--- src/rtl/wwdt_pkg.sv ---
package wwdt_pkg;

    localparam int PRE_W  = 3;
    localparam int DATA_W = 16;
    localparam int SEL_W  = 3;

    typedef enum logic [SEL_W-1:0] {
        SEL_LOCK   = 3'd0,
        SEL_CFG    = 3'd1,
        SEL_RELOAD = 3'd2,
        SEL_DELTA  = 3'd3,
        SEL_KICK   = 3'd4,
        SEL_CLEAR  = 3'd5
    } wwdt_sel_e;

    typedef struct packed {
        logic             en;
        logic             rst_mode;
        logic [PRE_W-1:0] presc;
    } wwdt_cfg_t;

    localparam logic [DATA_W-1:0] UNLOCK_KEY = 16'h35CA;
    localparam logic [DATA_W-1:0] KICK_KEY   = 16'h5FA0;

endpackage

--- src/rtl/wwdt_prescale.sv ---
module wwdt_prescale
    import wwdt_pkg::*;
#(
    parameter int PW = PRE_W
) (
    input  logic          clk_i,
    input  logic          rst_ni,
    input  logic          tick_i,
    input  logic          run_i,
    input  logic          clr_i,
    input  logic [PW-1:0] shift_i,
    output logic          step_o
);
    localparam int DIV_W = (1 << PW) - 1;

    logic [DIV_W-1:0] div_q, div_d, lim;
    logic             hit;

    always_comb begin
        lim    = {DIV_W{1'b1}} >> (PW'(DIV_W) - shift_i);
        hit    = (div_q >= lim);
        step_o = run_i & tick_i & hit & ~clr_i;
        div_d  = div_q;
        if (clr_i) begin
            div_d = '0;
        end else if (run_i && tick_i) begin
            div_d = hit ? '0 : div_q + 1'b1;
        end
    end

    always_ff @(posedge clk_i or negedge rst_ni) begin
        if (!rst_ni) div_q <= '0;
        else         div_q <= div_d;
    end
endmodule

--- src/rtl/wwdt_regs.sv ---
module wwdt_regs
    import wwdt_pkg::*;
#(
    parameter int CNT_W = 12
) (
    input  logic              clk_i,
    input  logic              rst_ni,
    input  logic              wr_en_i,
    input  logic [SEL_W-1:0]  wr_sel_i,
    input  logic [DATA_W-1:0] wr_data_i,
    output wwdt_cfg_t         cfg_o,
    output logic [CNT_W-1:0]  reload_o,
    output logic [CNT_W-1:0]  delta_o,
    output logic              unlocked_o,
    output logic              kick_o,
    output logic              start_o,
    output logic              clear_o
);
    typedef struct packed {
        wwdt_cfg_t        cfg;
        logic [CNT_W-1:0] reload;
        logic [CNT_W-1:0] delta;
        logic             unlocked;
    } regs_t;

    regs_t     r_q, r_d;
    wwdt_cfg_t cfg_new;

    always_comb begin
        cfg_new = wwdt_cfg_t'(wr_data_i[PRE_W+1:0]);
        r_d     = r_q;
        kick_o  = wr_en_i && (wr_sel_i == SEL_KICK) && (wr_data_i == KICK_KEY);
        clear_o = wr_en_i && (wr_sel_i == SEL_CLEAR) && wr_data_i[0];
        start_o = wr_en_i && (wr_sel_i == SEL_CFG) && r_q.unlocked
                  && cfg_new.en && !r_q.cfg.en;
        if (wr_en_i) begin
            if (wr_sel_i == SEL_LOCK) begin
                r_d.unlocked = (wr_data_i == UNLOCK_KEY);
            end else if (r_q.unlocked) begin
                if (wr_sel_i == SEL_CFG)    r_d.cfg    = cfg_new;
                if (wr_sel_i == SEL_RELOAD) r_d.reload = wr_data_i[CNT_W-1:0];
                if (wr_sel_i == SEL_DELTA)  r_d.delta  = wr_data_i[CNT_W-1:0];
            end
        end
    end

    always_ff @(posedge clk_i or negedge rst_ni) begin
        if (!rst_ni) begin
            r_q.cfg      <= '0;
            r_q.reload   <= '1;
            r_q.delta    <= '1;
            r_q.unlocked <= 1'b0;
        end else begin
            r_q <= r_d;
        end
    end

    assign cfg_o      = r_q.cfg;
    assign reload_o   = r_q.reload;
    assign delta_o    = r_q.delta;
    assign unlocked_o = r_q.unlocked;
endmodule

--- src/rtl/wwdt_count.sv ---
module wwdt_count #(
    parameter int CNT_W = 12
) (
    input  logic             clk_i,
    input  logic             rst_ni,
    input  logic             en_i,
    input  logic             rst_mode_i,
    input  logic [CNT_W-1:0] reload_i,
    input  logic [CNT_W-1:0] delta_i,
    input  logic             kick_i,
    input  logic             start_i,
    input  logic             step_i,
    input  logic             clear_i,
    output logic [CNT_W-1:0] count_o,
    output logic             irq_o,
    output logic             rst_o
);
    typedef struct packed {
        logic [CNT_W-1:0] cnt;
        logic             irq;
        logic             rst;
    } cnt_state_t;

    cnt_state_t s_q, s_d;
    logic       fault;

    always_comb begin
        s_d     = s_q;
        s_d.rst = 1'b0;
        fault   = 1'b0;
        if (start_i) begin
            s_d.cnt = reload_i;
        end else if (kick_i) begin
            s_d.cnt = reload_i;
            fault   = en_i && (s_q.cnt >= delta_i);
        end else if (step_i) begin
            if (s_q.cnt == '0) begin
                s_d.cnt = reload_i;
                fault   = 1'b1;
            end else begin
                s_d.cnt = s_q.cnt - 1'b1;
            end
        end
        if (clear_i) s_d.irq = 1'b0;
        if (fault) begin
            if (rst_mode_i) s_d.rst = 1'b1;
            else            s_d.irq = 1'b1;
        end
    end

    always_ff @(posedge clk_i or negedge rst_ni) begin
        if (!rst_ni) begin
            s_q.cnt <= '1;
            s_q.irq <= 1'b0;
            s_q.rst <= 1'b0;
        end else begin
            s_q <= s_d;
        end
    end

    assign count_o = s_q.cnt;
    assign irq_o   = s_q.irq;
    assign rst_o   = s_q.rst;
endmodule

--- src/rtl/wwdt_core.sv ---
module wwdt_core
    import wwdt_pkg::*;
#(
    parameter int CNT_W = 12
) (
    input  logic              clk_i,
    input  logic              rst_ni,
    input  logic              tick_i,
    input  logic              dbg_halt_i,
    input  logic              wr_en_i,
    input  logic [SEL_W-1:0]  wr_sel_i,
    input  logic [DATA_W-1:0] wr_data_i,
    output logic [CNT_W-1:0]  count_o,
    output logic              irq_o,
    output logic              rst_o
);
    wwdt_cfg_t        cfg_w;
    logic [CNT_W-1:0] reload_w, delta_w;
    logic             unlocked_w, kick_w, start_w, clear_w, step_w;

    wwdt_regs #(.CNT_W(CNT_W)) u_regs (
        .clk_i, .rst_ni, .wr_en_i, .wr_sel_i, .wr_data_i,
        .cfg_o(cfg_w), .reload_o(reload_w), .delta_o(delta_w),
        .unlocked_o(unlocked_w), .kick_o(kick_w), .start_o(start_w),
        .clear_o(clear_w)
    );

    wwdt_prescale #(.PW(PRE_W)) u_pre (
        .clk_i, .rst_ni, .tick_i,
        .run_i(cfg_w.en & ~dbg_halt_i),
        .clr_i(kick_w | start_w),
        .shift_i(cfg_w.presc),
        .step_o(step_w)
    );

    wwdt_count #(.CNT_W(CNT_W)) u_cnt (
        .clk_i, .rst_ni,
        .en_i(cfg_w.en), .rst_mode_i(cfg_w.rst_mode),
        .reload_i(reload_w), .delta_i(delta_w),
        .kick_i(kick_w), .start_i(start_w), .step_i(step_w),
        .clear_i(clear_w),
        .count_o, .irq_o, .rst_o
    );
endmodule

--- config.mk ---
export PLATFORM = sky130hd
export DESIGN_NAME = wwdt_core
export DESIGN_NICKNAME = d
export VERILOG_FILES = /design/src/rtl/wwdt_pkg.sv /design/src/rtl/wwdt_prescale.sv /design/src/rtl/wwdt_regs.sv /design/src/rtl/wwdt_count.sv /design/src/rtl/wwdt_core.sv
export SDC_FILE = /design/constraint.sdc
export NUM_CORES = 1
export LEC_CHECK = 0
export BUFFER_PORTS_ARGS = -buffer_cell sky130_fd_sc_hd__buf_2
export CAP_MARGIN = 5
export CORE_MARGIN = 4
export CORE_UTILIZATION = 52
export CTS_CLUSTER_SIZE = 8
export DETAILED_ROUTE_END_ITERATION = 8
export PLACE_DENSITY = 0.85
export SYNTH_ARGS = -nofsm -noshare
export SYNTH_HDL_FRONTEND = slang
export SYNTH_SLANG_ARGS = --single-unit
--- constraint.sdc ---
create_clock -name clk_i -period 2.2 [get_ports clk_i]
set_clock_uncertainty 0.15 [all_clocks]
set_input_delay 0.11 -clock clk_i [delete_from_list [all_inputs] [get_ports clk_i]]
set_output_delay 0.11 -clock clk_i [all_outputs]
set_load 0.05 [all_outputs]
# After elaboration in Yosys (flattened, before gate mapping)
# Index checks and enable logic that the tools add are counted.
# op_classes
add_sub_neg	3
order_cmp	2
eq_ne	7
n_shift	1
mux	15
n_bitwise	8
n_reduce_logical	19
# op_table
op	count
12-bit 2-to-1 mux	4
7-bit 2-to-1 mux	3
16-bit by 14-bit == test with 1-bit output (second input constant)	1
16-bit by 15-bit == test with 1-bit output (second input constant)	1
12-bit >= comparator	1
12-bit zero test	1
4-bit AND reduction	3
12-bit by 1-bit subtractor with 12-bit output (second input constant)	1
1-bit logical AND	10
7-bit by 1-bit adder with 7-bit output (second input constant)	1
7-bit >= comparator	1
1-bit 2-to-1 mux	7
7-bit by 3-bit right shift with 7-bit output (first input constant)	1
3-bit by 2-bit == test with 1-bit output (second input constant)	2
3-bit == test (second input constant)	2
1-bit AND	4
3-bit by 1-bit == test with 1-bit output (second input constant)	1
3-bit zero test	1
1-bit NOT	3
3-bit nonzero test	1
3-bit subtractor (first input constant)	1
2-bit 2-to-1 mux	1
2-bit AND reduction	1
2-bit nonzero test	1
2 further kinds	2
# word_totals
regBits	51
inputBits	24
out_inout_bits	14
wordCells	65

# Depth between registers and ports, before layout
# Gate-level depths: netlist (run 1).
# depth
ltp_word	12
mapped_depth	9
depth_no_buf	8

# By module
# Synthesis (run 1) repeated with hierarchy kept, for this count alone.
# unflattened
hier_cells	309
area_unflattened_um2	3266.9
# by_module_without_submodules
module	instances	cells_per_inst	area_per_inst_um2	seq_area_each_um2
wwdt_regs	1	85	1346.3	780.7
wwdt_count	1	153	1302.5	365.4
wwdt_prescale	1	69	605.6	175.2
wwdt_core	1	2	12.5	0.0

# Worst setup path before layout (run 1)
# Ideal clock, no wire load.
# synth_timing
kind	reg-to-reg
startpoint	register u_cnt.s_q, in the netlist u_cnt.count_o[0]
endpoint	register u_cnt.s_q, in the netlist u_cnt.irq_o
setup_ps	129
arrival_ps	2382
required_time_ps	1921
path_slack_ps	-461
path_stages_with_launch	9
path_buffers	0
synth_period_minus_slack_ps	2661
cell_sequence	dfstp_2 -> inv_1 -> ha_1 -> nand2b_1 -> a2111oi_0 -> nor4_1 -> or4_1 -> a31oi_1 -> o21ai_0
# synth_lines
item	line_no	source
from (decl)	wwdt_count.sv:24	cnt_state_t s_q, s_d;

# Worst setup path in the final report (run 1)
# layout_timing
startpoint	register u_regs.r_q, in the netlist u_regs.cfg_o[0]
endpoint	register u_pre.div_q[6]
# layout_via
elab_chain_len	6
# layout_lines
item	line_no	source
from (decl)	wwdt_regs.sv:26	regs_t r_q, r_d;
from (signal assigned)	wwdt_regs.sv:54	r_q <= r_d;
3-bit subtractor	wwdt_prescale.sv:20	lim = {DIV_W{1'b1}} >> (PW'(DIV_W) - shift_i);
7-bit by 3-bit right shift with 7-bit output	wwdt_prescale.sv:20	
7-bit >= comparator	wwdt_prescale.sv:21	hit = (div_q >= lim);
7-bit 2-to-1 mux	wwdt_prescale.sv:27	div_d = hit ? '0 : div_q + 1'b1;
7-bit 2-to-1 mux	wwdt_prescale.sv:26	end else if (run_i && tick_i) begin
7-bit 2-to-1 mux	wwdt_prescale.sv:24	if (clr_i) begin
to (signal assigned)	wwdt_prescale.sv:33	else div_q <= div_d;
to (decl)	wwdt_prescale.sv:16	logic [DIV_W-1:0] div_q, div_d, lim;
# No other way between the ends. The select of a mux whose other input is x is not followed.
# A chain may end at the register's enable or synchronous reset.

==> impl_metrics.csv, run 1 <==
group,metric,value,unit
detailed_routing,route.detailed.drc,0,
clock_network,cts_root_buf,"clkbuf_8",
hold_path,hold_class,"input port to register",
power,cellLeakagePower,1.86,nW
cells_and_area,fin_nets,427,
logic_synthesis,synth_seq_cells,51,
setup_path,slowest_stage,"dfrtp_1",
placement,gp_congestion,0.916,
logic_synthesis,synthesis.area,3000,sq um
cells_and_area,drive_gt1_share,46.6,%
global_routing,grt-ovfl-total,0,
floorplanning,rows,27,
floorplanning,die_area,7040,sq um
setup_path,cp-start-kind,"register",
cells_and_area,num_antenna_cells,0,
detailed_routing,met1_length,3550,um
power,p_total,1.61,mW
detailed_routing,finalWirelength,8970,um
setup_path,rrSetupSlack,-0.20,ns
global_routing,track_usage,25.3,%
global_routing,antenna_found_initial,0,
logic_synthesis,syn-mean-instance-area,10.2,sq um
sta,final_max_slew_viol_count,0,
setup_path,cp.required,2.29,ns
logic_synthesis,synth-edff-count,0,
sta,setup_violations,21,
sta,setup_ws,-0.199,ns
power,powerDensity,399,nW/um^2
sta,finalHoldWorstSlack,0.0418,ns
detailed_routing,post_drt_wl_per_cell,19.8,um
detailed_routing,initialDrtViolationCount,150,
floorplanning,ios,38,
clock_network,clk_path_buf_depth,2,
global_routing,grt_pass1_vias,2871,
logic_synthesis,yosysTopAreaCell,"dfstp_2",
global_routing,grt_pass1_wl,14200,um
logic_synthesis,syn_inst,294,
setup_path,cp_cell_sequence,"buf_4 -> a21oi_1 -> ha_1 -> a21o_1 -> a31oi_4 -> o21ai_4 -> nor3_2 -> nand4_1 -> mux2i_1",
detailed_routing,avgViaCountPerCell,6.18,
placement,dp_hpwl,5790,um
logic_synthesis,synthTopCellsByArea,"dfstp_2 32%, dfrtp_1 13%, ha_1 9.2%",
sta,finalCritPeriodShare,109,%
run_status,failed_checks,"negative setup slack",
clock_network,path_clk_slew,0.10,ns
logic_synthesis,ys_async_sr_fraction,100,%
global_routing,grt_max_degree,29,
clock_network,clock_sinks,51,
setup_path,critPathCaptureType,"register",
floorplanning,dieHeight,83.9,um
sta,finalHoldViolCount,0,
clock_network,htreeDepth,2,
logic_synthesis,synth_top_flop_cell,"dfstp_2",
floorplanning,die_w,83.9,um
detailed_routing,vias,2806,
sta,tightestPinTransition,0.614,ns
clock_network,cts_tree,"built",
placement,dp_slack,-0.179,ns
setup_path,cp.arrival,2.49,ns
setup_path,crit_buf_inv,1,
detailed_routing,route.antenna.remaining_nets,0,
power,peakVddDrop,425,uV
clock_network,cts_made_buffers,5,
cells_and_area,area_growth,34.8,%
run,drv_cap,0,
sta,slew_headroom,59.1,%
floorplanning,initial_core_util,54.1,%
sta,rsz0062_at_grt,"yes",
run_status,outcome,"complete, but fails checks",
detailed_routing,dr_wl_met2,4540,um
sta,clock.fmax,0.417,GHz
floorplanning,coreArea,5540,sq um
logic_synthesis,yosys_warnings,0,
setup_path,path_class,"register to register",
setup_path,critPathMaxFanout,6,
logic_synthesis,ys_seq_area_share,44.1,%
sta,min_period,2.40,ns
detailed_routing,route.met3.wl,501,um
logic_synthesis,synthDistinctLibCells,49,
logic_synthesis,synth_fp_nets,340,
setup_path,slowest_delay,0.39,ns
detailed_routing,drtPass1Iterations,4,
logic_synthesis,synth_top_area_share,31.6,%
clock_network,clock_latency,0.32,ns
placement,place.port_buffers,37,
sta,fin_tns_setup,-2.58,ns
setup_path,crit_family,"compound AO/OA/AOI/OAI gates",
detailed_routing,top_layer,"met4",
==> cells by family after synthesis <==
kind of cell	after synthesis	synth area share, %
buf+inv	23	3.30
flops	51	44.1
mux	21	7.85
fa+ha+maj	22	9.18
xor+xnor	1	0.292
compound gates	73	14.6
simple gates	103	20.7
==> flip-flops by register name, summed over array words and instances, names as in the netlist <==
signal,count
u_pre.div_q,7
u_cnt.irq_o,1
u_regs.unlocked_o,1
u_regs.reload_o,12
u_cnt.count_o,12
u_regs.cfg_o,5
u_regs.delta_o,12
u_cnt.rst_o,1
==> cell usage in the layout (no fill, tap or decap), drive strengths merged, types with 5 or more instances in the layout <==
master       count
inv             17
or3              5
nand3           10
nand4            6
clkbuf           5
dlygate4sd3     14
ha              22
nor3            11
nor3b            5
a21oi           21
dfrtp           15
buf             73
mux2            20
nand2           21
dfstp           36
a21o             5
o21ai           34
nor2            11
==> metrics by stage <==
stage / std cells / cell area (sq um) / utilization, %
3_3_place_gp: 422 / 3500 / 63.2
2_1_floorplan: 294 / 3070 / -
6_report: 454 / 4040 / 73.0
5_1_grt: 454 / 4040 / 73.0
4_1_cts: 451 / 3940 / 71.0
3_5_place_dp: 422 / 3500 / 63.2
==> metal layers <==
metal,up-vias,track usage (%)
li1,1271,-
met2,119,43.0
met3,37,4.34
met1,1379,31.3
met4,0,11.7
met5,-,0
==> worst paths after layout <==
| path | start | end | cells after the start |
|---|---|---|---|
| min in group asynchronous | rst_ni | u_regs.unlocked_o | 2 |
| max | u_regs.cfg_o[0] | u_pre.div_q[6] | 9 |
| min reg2reg | u_regs.cfg_o[3] | u_cnt.irq_o | 1 |
| max in group asynchronous | rst_ni | u_cnt.count_o[10] | 3 |
| max reg2reg | u_regs.cfg_o[0] | u_pre.div_q[6] | 9 |
| min | wr_data_i[4] | u_regs.delta_o[4] | 4 |
==> cells in the mapped netlist, types with 5 or more instances <==
cell type and number:
mux2_2 20, dfstp_2 36, nor3_1 11, a21oi_1 21
o21ai_0 28, nand2_1 21, nand4_1 6, dfrtp_1 15
ha_1 22, nor3b_1 5, or3_1 5, inv_1 15
nor2_1 10, o21ai_1 5, nand3_1 10
==> power breakdown <==
part / internal, mW / switching (mW)
registers: 0.941 / 0.0000214
clock network: 0.235 / 0.345
logic: 0.0429 / 0.0508
total: 1.22 / 0.396
==> area by class of cell <==
| cell class | instances | area (sq um) |
|---|---|---|
| inverters | 15 | 58.8 |
| clock inverters | 3 | 26.3 |
| clock buffers | 5 | 68.8 |
| flip-flops and latches | 51 | 1330 |
| fillers | 377 | 1500 |
| multi-input cells | 221 | 1830 |
| repair buffers | 87 | 647 |
| well taps | 72 | 90.1 |
==> worst min-delay path: stages <==
cell and delay [ns]:
buf_2 0.10, buf_4 0.14, nand2_1 0.05, o21ai_0 0.08
==> repair_timing <==
item                                    4_1_cts  5_1_grt
hold endpoints to repair                     39        0
setup buffers                                 6        4
resized for setup                            31       18
cloned                                        1        1
endpoints found under the setup margin       18       21
pin swaps                                    11       12
hold buffers                                 14        0
No activity file was read; power rests on OpenSTA's default activity.
==> inputs of run 2 (changes only) <==
Settings changed: ABC_AREA set to 1, CORE_UTILIZATION 52 to 54, GPL_TIMING_DRIVEN set to 1, PLACE_DENSITY 0.85 to 0.86.
==> run 2 against run 1 <==
  * The flow finishes with violations (design-rule violations)
  * Sequential share of layout area fell by 0.071 points
  * Routed wire length is 4.6% lower
  * Critical endpoint is now u_cnt.count_o[1]
  * Final area grew 0.12%
  * Critical path depth grew 2
  * Non-clock buffer count is 30 lower
  * Core utilization fell by 8.9 points
  * Sequential cell count unchanged
  * First-iteration DRC count grew 110%
  * Register-to-register slack better by 0.23 ns
  * Clock power up 13%
  * Maximum frequency is 11% higher
  * Sequential power up 1%
  * Highest routed layer unchanged
==> impl_metrics.csv, run 2 <==
group,metric,value,unit
setup_path,r2r-start,"u_regs.cfg_o[1]",
sta,final_max_slew_viol_count,0,
power,powerDensity,431,nW/um^2
detailed_routing,vias,3351,
floorplanning,die_area,7810,sq um
sta,finalHoldWorstSlack,0.0109,ns
logic_synthesis,syn-mean-instance-area,7.08,sq um
sta,min_period,2.16,ns
detailed_routing,route.antenna.remaining_nets,0,
hold_path,worstHoldPathCells,4,
global_routing,grt_pass1_wl,14100,um
clock_network,cts_made_buffers,5,
run,drv_cap,0,
cells_and_area,fin_util,64.1,%
logic_synthesis,ys_async_sr_fraction,100,%
global_routing,antenna_found_initial,0,
floorplanning,die_w,88.4,um
setup_path,critPathMaxFanout,7,
sta,tightestPinTransition,0.492,ns
hold_path,worstHoldEndpoint,"u_regs.unlocked_o",
logic_synthesis,synth_top_area_share,27.1,%
detailed_routing,finalWirelength,8560,um
placement,dp_hpwl,6220,um
cells_and_area,design_area,4050,sq um
global_routing,grt-ovfl-total,0,
cells_and_area,final_common_cell,"nand2_1",
floorplanning,ios,38,
detailed_routing,drtPass1Iterations,7,
run_status,failed_checks,"design-rule violations",
placement,place.port_buffers,37,
logic_synthesis,yosysTopAreaCell,"dfstp_2",
sta,setup_ws,0.0355,ns
logic_synthesis,synth_fp_nets,539,
setup_path,path_class,"register to register",
floorplanning,dieHeight,88.4,um
placement,post_dp_cell_area,3760,sq um
sta,rsz0062_at_grt,"yes",
clock_network,clock_sinks,51,
clock_network,clock_latency,0.31,ns
sta,clock.fmax,0.462,GHz
global_routing,track_usage,22.7,%
sta,finalCritPeriodShare,98.4,%
logic_synthesis,synthesis.area,3490,sq um
logic_synthesis,ys_seq_area_share,37.8,%
sta,fin_tns_setup,0,ns
clock_network,clk_path_buf_depth,2,
setup_path,rrSetupSlack,0.04,ns
cells_and_area,num_antenna_cells,0,
logic_synthesis,synthDistinctLibCells,30,
sta,finalHoldViolCount,0,
cells_and_area,seq_area,1320,sq um
clock_network,htreeDepth,2,
cells_and_area,drive_gt1_share,21.4,%
placement,post-place-cells,605,
floorplanning,coreArea,6310,sq um
placement,gp_congestion,0.895,
setup_path,cp.required,2.29,ns
detailed_routing,initialDrtViolationCount,311,
cells_and_area,multi_input_area,1830,sq um
cells_and_area,area_growth,15.9,%
logic_synthesis,synth.most_common_cell,"nand2_1",
logic_synthesis,synthTopCellsByArea,"dfstp_2 27%, nand2_1 16%, dfrtp_1 11%",
clock_network,path_clk_slew,0.09,ns
detailed_routing,avgViaCountPerCell,5.33,
power,p_total,1.74,mW
setup_path,reg2reg_to,"u_cnt.count_o[1]",
logic_synthesis,yosys_warnings,0,
cells_and_area,fin_nets,597,
cells_and_area,finalNonFillerCells,629,
power,cellLeakagePower,2.09,nW
logic_synthesis,syn_inst,493,
setup_path,cp-start-kind,"register",
detailed_routing,route.detailed.drc,1,
sta,setup_violations,0,
logic_synthesis,synth_top_flop_cell,"dfstp_2",
setup_path,cp.arrival,2.25,ns
detailed_routing,post_drt_wl_per_cell,13.6,um
placement,dp_slack,0.0845,ns
sta,slew_headroom,67.2,%
cells_and_area,fill_cells,530,
floorplanning,rows,29,
global_routing,grt_max_degree,30,
floorplanning,initial_core_util,55.3,%
logic_synthesis,yosys-top-cells-count,"153 x nand2_1, 81 x inv_1, 46 x nor2_1",
clock_network,cts_tree,"built",
global_routing,grt_pass1_vias,3177,
cells_and_area,layout_common_cells,"152 x nand2_1, 81 x inv_1, 44 x nor2_1",
clock_network,cts_root_buf,"clkbuf_8",
hold_path,min_from,"wr_sel_i[1]",
power,peakVddDrop,332,uV
hold_path,hold_class,"input port to register",
run_status,outcome,"complete, but fails checks",
setup_path,critPathCaptureType,"register",
logic_synthesis,synth-edff-count,0,
setup_path,r2r_cells,11,
logic_synthesis,synth_seq_cells,51,
run 2: cell types whose count changed after synthesis, sizes merged, moves of 6 or more:
| cell | change |
|---|---|
| nand2 | +135 |
| inv | +71 |
| nor2 | +42 |
| nand3 | +31 |
| mux2 | -20 |
| a21oi | -11 |
| nand4 | +7 |
| nor3 | -6 |
run 2: kinds of logic after synthesis:
family,share of synthesized area [%]
adder cells (fa/ha/maj),7.89
AO/OA/AOI/OAI,7.38
XOR/XNOR,1.76
buffers and inverters,10.6
flip-flops,37.8
AND/OR/NAND/NOR,34.5
run 2: worst max-delay path by stage:
stage                     from               end  slack, ns  depth (start not counted)
3_5_place_dp   u_regs.cfg_o[2]  u_cnt.count_o[7]       0.08                         14
3_3_place_gp   u_regs.cfg_o[2]  u_cnt.count_o[9]       0.16                         14
5_1_grt        u_regs.cfg_o[2]    u_pre.div_q[0]      -0.02                         13
6_report       u_regs.cfg_o[1]  u_cnt.count_o[1]       0.04                         11
2_1_floorplan  u_regs.cfg_o[2]  u_cnt.count_o[5]       0.30                         14
4_1_cts        u_regs.cfg_o[2]  u_cnt.count_o[1]       0.05                         14
run 2: report_power, final:
part / switching, mW / internal (mW)
clock: 0.315 / 0.341
sequential: 0.00635 / 0.945
combinational: 0.0817 / 0.0549
total: 0.403 / 1.34
run 2: per-layer routing:
metal | vias up | share of wire [%] | global-route usage (%)
met5 | - | 0 | 0
met4 | 0 | 2.5 | 8.38
met3 | 25 | 5.4 | 3.54
met2 | 135 | 49 | 39.7
met1 | 1523 | 43 | 28.3
li1 | 1668 | - | -
run 2: repair_timing:
item,in CTS,in global routing
setup buffers,0,2
endpoints found under the setup margin,0,17
hold buffers,13,0
endpoints found under the hold margin,44,0
resized for setup,0,8
run 2: worst max-delay path, stage by stage (launching register included):
cell and delay [ns]:
dfrtp_2 0.46, o21ai_0 0.28, ha_1 0.30, nand2_1 0.06, a21oi_1 0.05, nor2_1 0.11
nand2_1 0.10, nand2_2 0.13, nand3_4 0.15, buf_4 0.17, nand3_1 0.06, nand2_1 0.05
run 2: area by class of cell:
type                            count  area share, %
Multi-Input combinational cell    350           45.1
Sequential cell                    51           32.7
Tap cell                           77           2.38
Clock inverter                      2          0.896
Clock buffer                        6           1.79
Timing Repair Buffer               57           9.09
Inverter                           86           8.04
==> inputs of run 3 (changes only) <==
Settings changed: REMOVE_ABC_BUFFERS set to 1.
==> run 3 against run 2 <==
  * The flow now finishes without violations
  * Worst hold slack got worse by 0.0051 ns
  * Core utilization fell by 0.099 points
  * Via count fell by 0.15%
  * Register-to-register slack improved by 0.14 ns
  * Non-clock buffer count fell by 4
  * Critical path type unchanged
  * Largest cell class unchanged
  * Largest power group unchanged
==> impl_metrics.csv, run 3 (synthesis results as in run 2) <==
group,metric,value,unit
run_status,outcome,"finished, final reports clean",
placement,post_dp_cell_area,3760,sq um
floorplanning,rows,29,
power,peakVddDrop,297,uV
floorplanning,ios,38,
power,powerDensity,430,nW/um^2
setup_path,cp.arrival,2.12,ns
placement,post-place-cells,605,
detailed_routing,avgViaCountPerCell,5.34,
placement,dp_hpwl,6290,um
clock_network,cts_made_buffers,5,
clock_network,clock_latency,0.31,ns
clock_network,cts_root_buf,"clkbuf_8",
clock_network,path_clk_slew,0.09,ns
floorplanning,coreArea,6310,sq um
hold_path,hold_class,"input port to register",
clock_network,cts_tree,"built",
cells_and_area,fin_util,64.0,%
sta,rsz0062_at_grt,"no",
detailed_routing,route.detailed.drc,0,
cells_and_area,fin_nets,595,
sta,final_max_slew_viol_count,0,
cells_and_area,fill_cells,532,
floorplanning,initial_core_util,55.3,%
setup_path,critPathMaxFanout,7,
detailed_routing,finalWirelength,8460,um
setup_path,critPathCaptureType,"register",
sta,finalCritPeriodShare,92.2,%
placement,place.port_buffers,37,
global_routing,track_usage,22.5,%
power,cellLeakagePower,2.09,nW
sta,tightestPinTransition,0.470,ns
detailed_routing,initialDrtViolationCount,388,
global_routing,antenna_found_initial,0,
clock_network,clock_sinks,51,
placement,gp_congestion,0.881,
global_routing,grt_pass1_vias,3102,
clock_network,htreeDepth,2,
sta,finalHoldViolCount,0,
power,p_total,1.74,mW
setup_path,path_class,"register to register",
detailed_routing,route.antenna.remaining_nets,0,
global_routing,grt-ovfl-total,0,
sta,finalHoldWorstSlack,0.00581,ns
global_routing,grt_max_degree,31,
clock_network,clk_path_buf_depth,2,
cells_and_area,drive_gt1_share,21.5,%
sta,min_period,2.03,ns
global_routing,grt_pass1_wl,13900,um
cells_and_area,area_growth,15.8,%
cells_and_area,design_area,4040,sq um
detailed_routing,drtPass1Iterations,5,
cells_and_area,finalNonFillerCells,627,
detailed_routing,post_drt_wl_per_cell,13.5,um
setup_path,cp.required,2.29,ns
setup_path,cp-start-kind,"register",
detailed_routing,vias,3346,
floorplanning,dieHeight,88.4,um
cells_and_area,layout_common_cells,"151 x nand2_1, 81 x inv_1, 45 x nor2_1",
sta,setup_violations,0,
sta,clock.fmax,0.493,GHz
run,drv_cap,0,
floorplanning,die_area,7810,sq um
cells_and_area,final_common_cell,"nand2_1",
sta,slew_headroom,68.6,%
cells_and_area,num_antenna_cells,0,
floorplanning,die_w,88.4,um
==> run 3: cell types whose count changed in the layout (fill, tap and decap cells not counted), sizes merged <==
cell	before	now
dlygate4sd3	13	10
clkbuf	6	5
nand3	42	43
clkinv	0	3
buf	44	43
inv	87	86
==> run 3: worst paths after layout <==
| kind | end | depth (start not counted) | startpoint | slack [ns] |
|---|---|---|---|---|
| worst max-delay path | u_cnt.count_o[0] | 14 | u_regs.cfg_o[2] | 0.17 |
| worst min register to register | u_regs.delta_o[1] | 2 | u_regs.delta_o[1] | 0.34 |
| worst max register to register | u_cnt.count_o[0] | 14 | u_regs.cfg_o[2] | 0.17 |
| worst min-delay path | u_regs.unlocked_o | 3 | wr_en_i | 0.006 |
| min in group asynchronous | u_cnt.rst_o | 3 | rst_ni | 0.15 |
| max in group asynchronous | u_regs.delta_o[11] | 3 | rst_ni | 1.38 |
==> run 3: per-layer routing <==
metal | track usage [%] | routed length, um | vias up
met5 | 0 | 0 | -
met4 | 7.97 | 238 | 0
met3 | 3.63 | 533 | 24
met2 | 38.9 | 4150 | 132
met1 | 28.5 | 3540 | 1527
li1 | - | - | 1663
==> run 3: final cells by class <==
| cell class | count | area [sq um] | area share (%) |
|---|---|---|---|
| repair buffers | 53 | 330 | 8.17 |
| clock buffers | 5 | 68.8 | 1.70 |
| well taps | 77 | 96.3 | 2.38 |
| multi-input cells | 351 | 1850 | 45.7 |
| flip-flops and latches | 51 | 1320 | 32.7 |
| repair inverters | 1 | 5.00 | 0.124 |
| inverters | 86 | 328 | 8.11 |
| clock inverters | 3 | 43.8 | 1.08 |
==> run 3: metrics by stage <==
stage / TNS (ns) / setup slack (ns)
after global routing: 0 / 0.0137
after detailed placement: -0.00854 / -0.00458
final: 0 / 0.172
after floorplan: 0 / 0.254
after global placement: 0 / 0.118
after CTS: 0 / 0.0128
==> run 3: worst max-delay path, cell delays in order (launching register included) <==
cell and delay, ns:
dfrtp_2 0.45, nor2_2 0.14, nand2_1 0.06, ha_1 0.26
inv_1 0.04, nand2_1 0.05, nand2_1 0.05, nand2_1 0.05
nand2_1 0.07, nand2_2 0.14, nand2_4 0.10, nand3_4 0.15
clkinv_2 0.12, nand2_1 0.07, nand2_1 0.05
==> run 3: power breakdown <==
part	internal (mW)	leakage, nW	total, mW	switching [mW]
Clock	0.339	0.0581	0.657	0.318
Combinational	0.0498	1.47	0.132	0.0817
Sequential	0.945	0.568	0.951	0.00570
==> run 3: timing repair <==
action / CTS / global route
gates cloned: 0 / 3
endpoints found under the setup margin: 10 / 13
resized for setup: 1 / 9
setup buffers: 0 / 1
hold buffers: 10 / 0
pin swaps: 0 / 2
endpoints found under the hold margin: 70 / 0
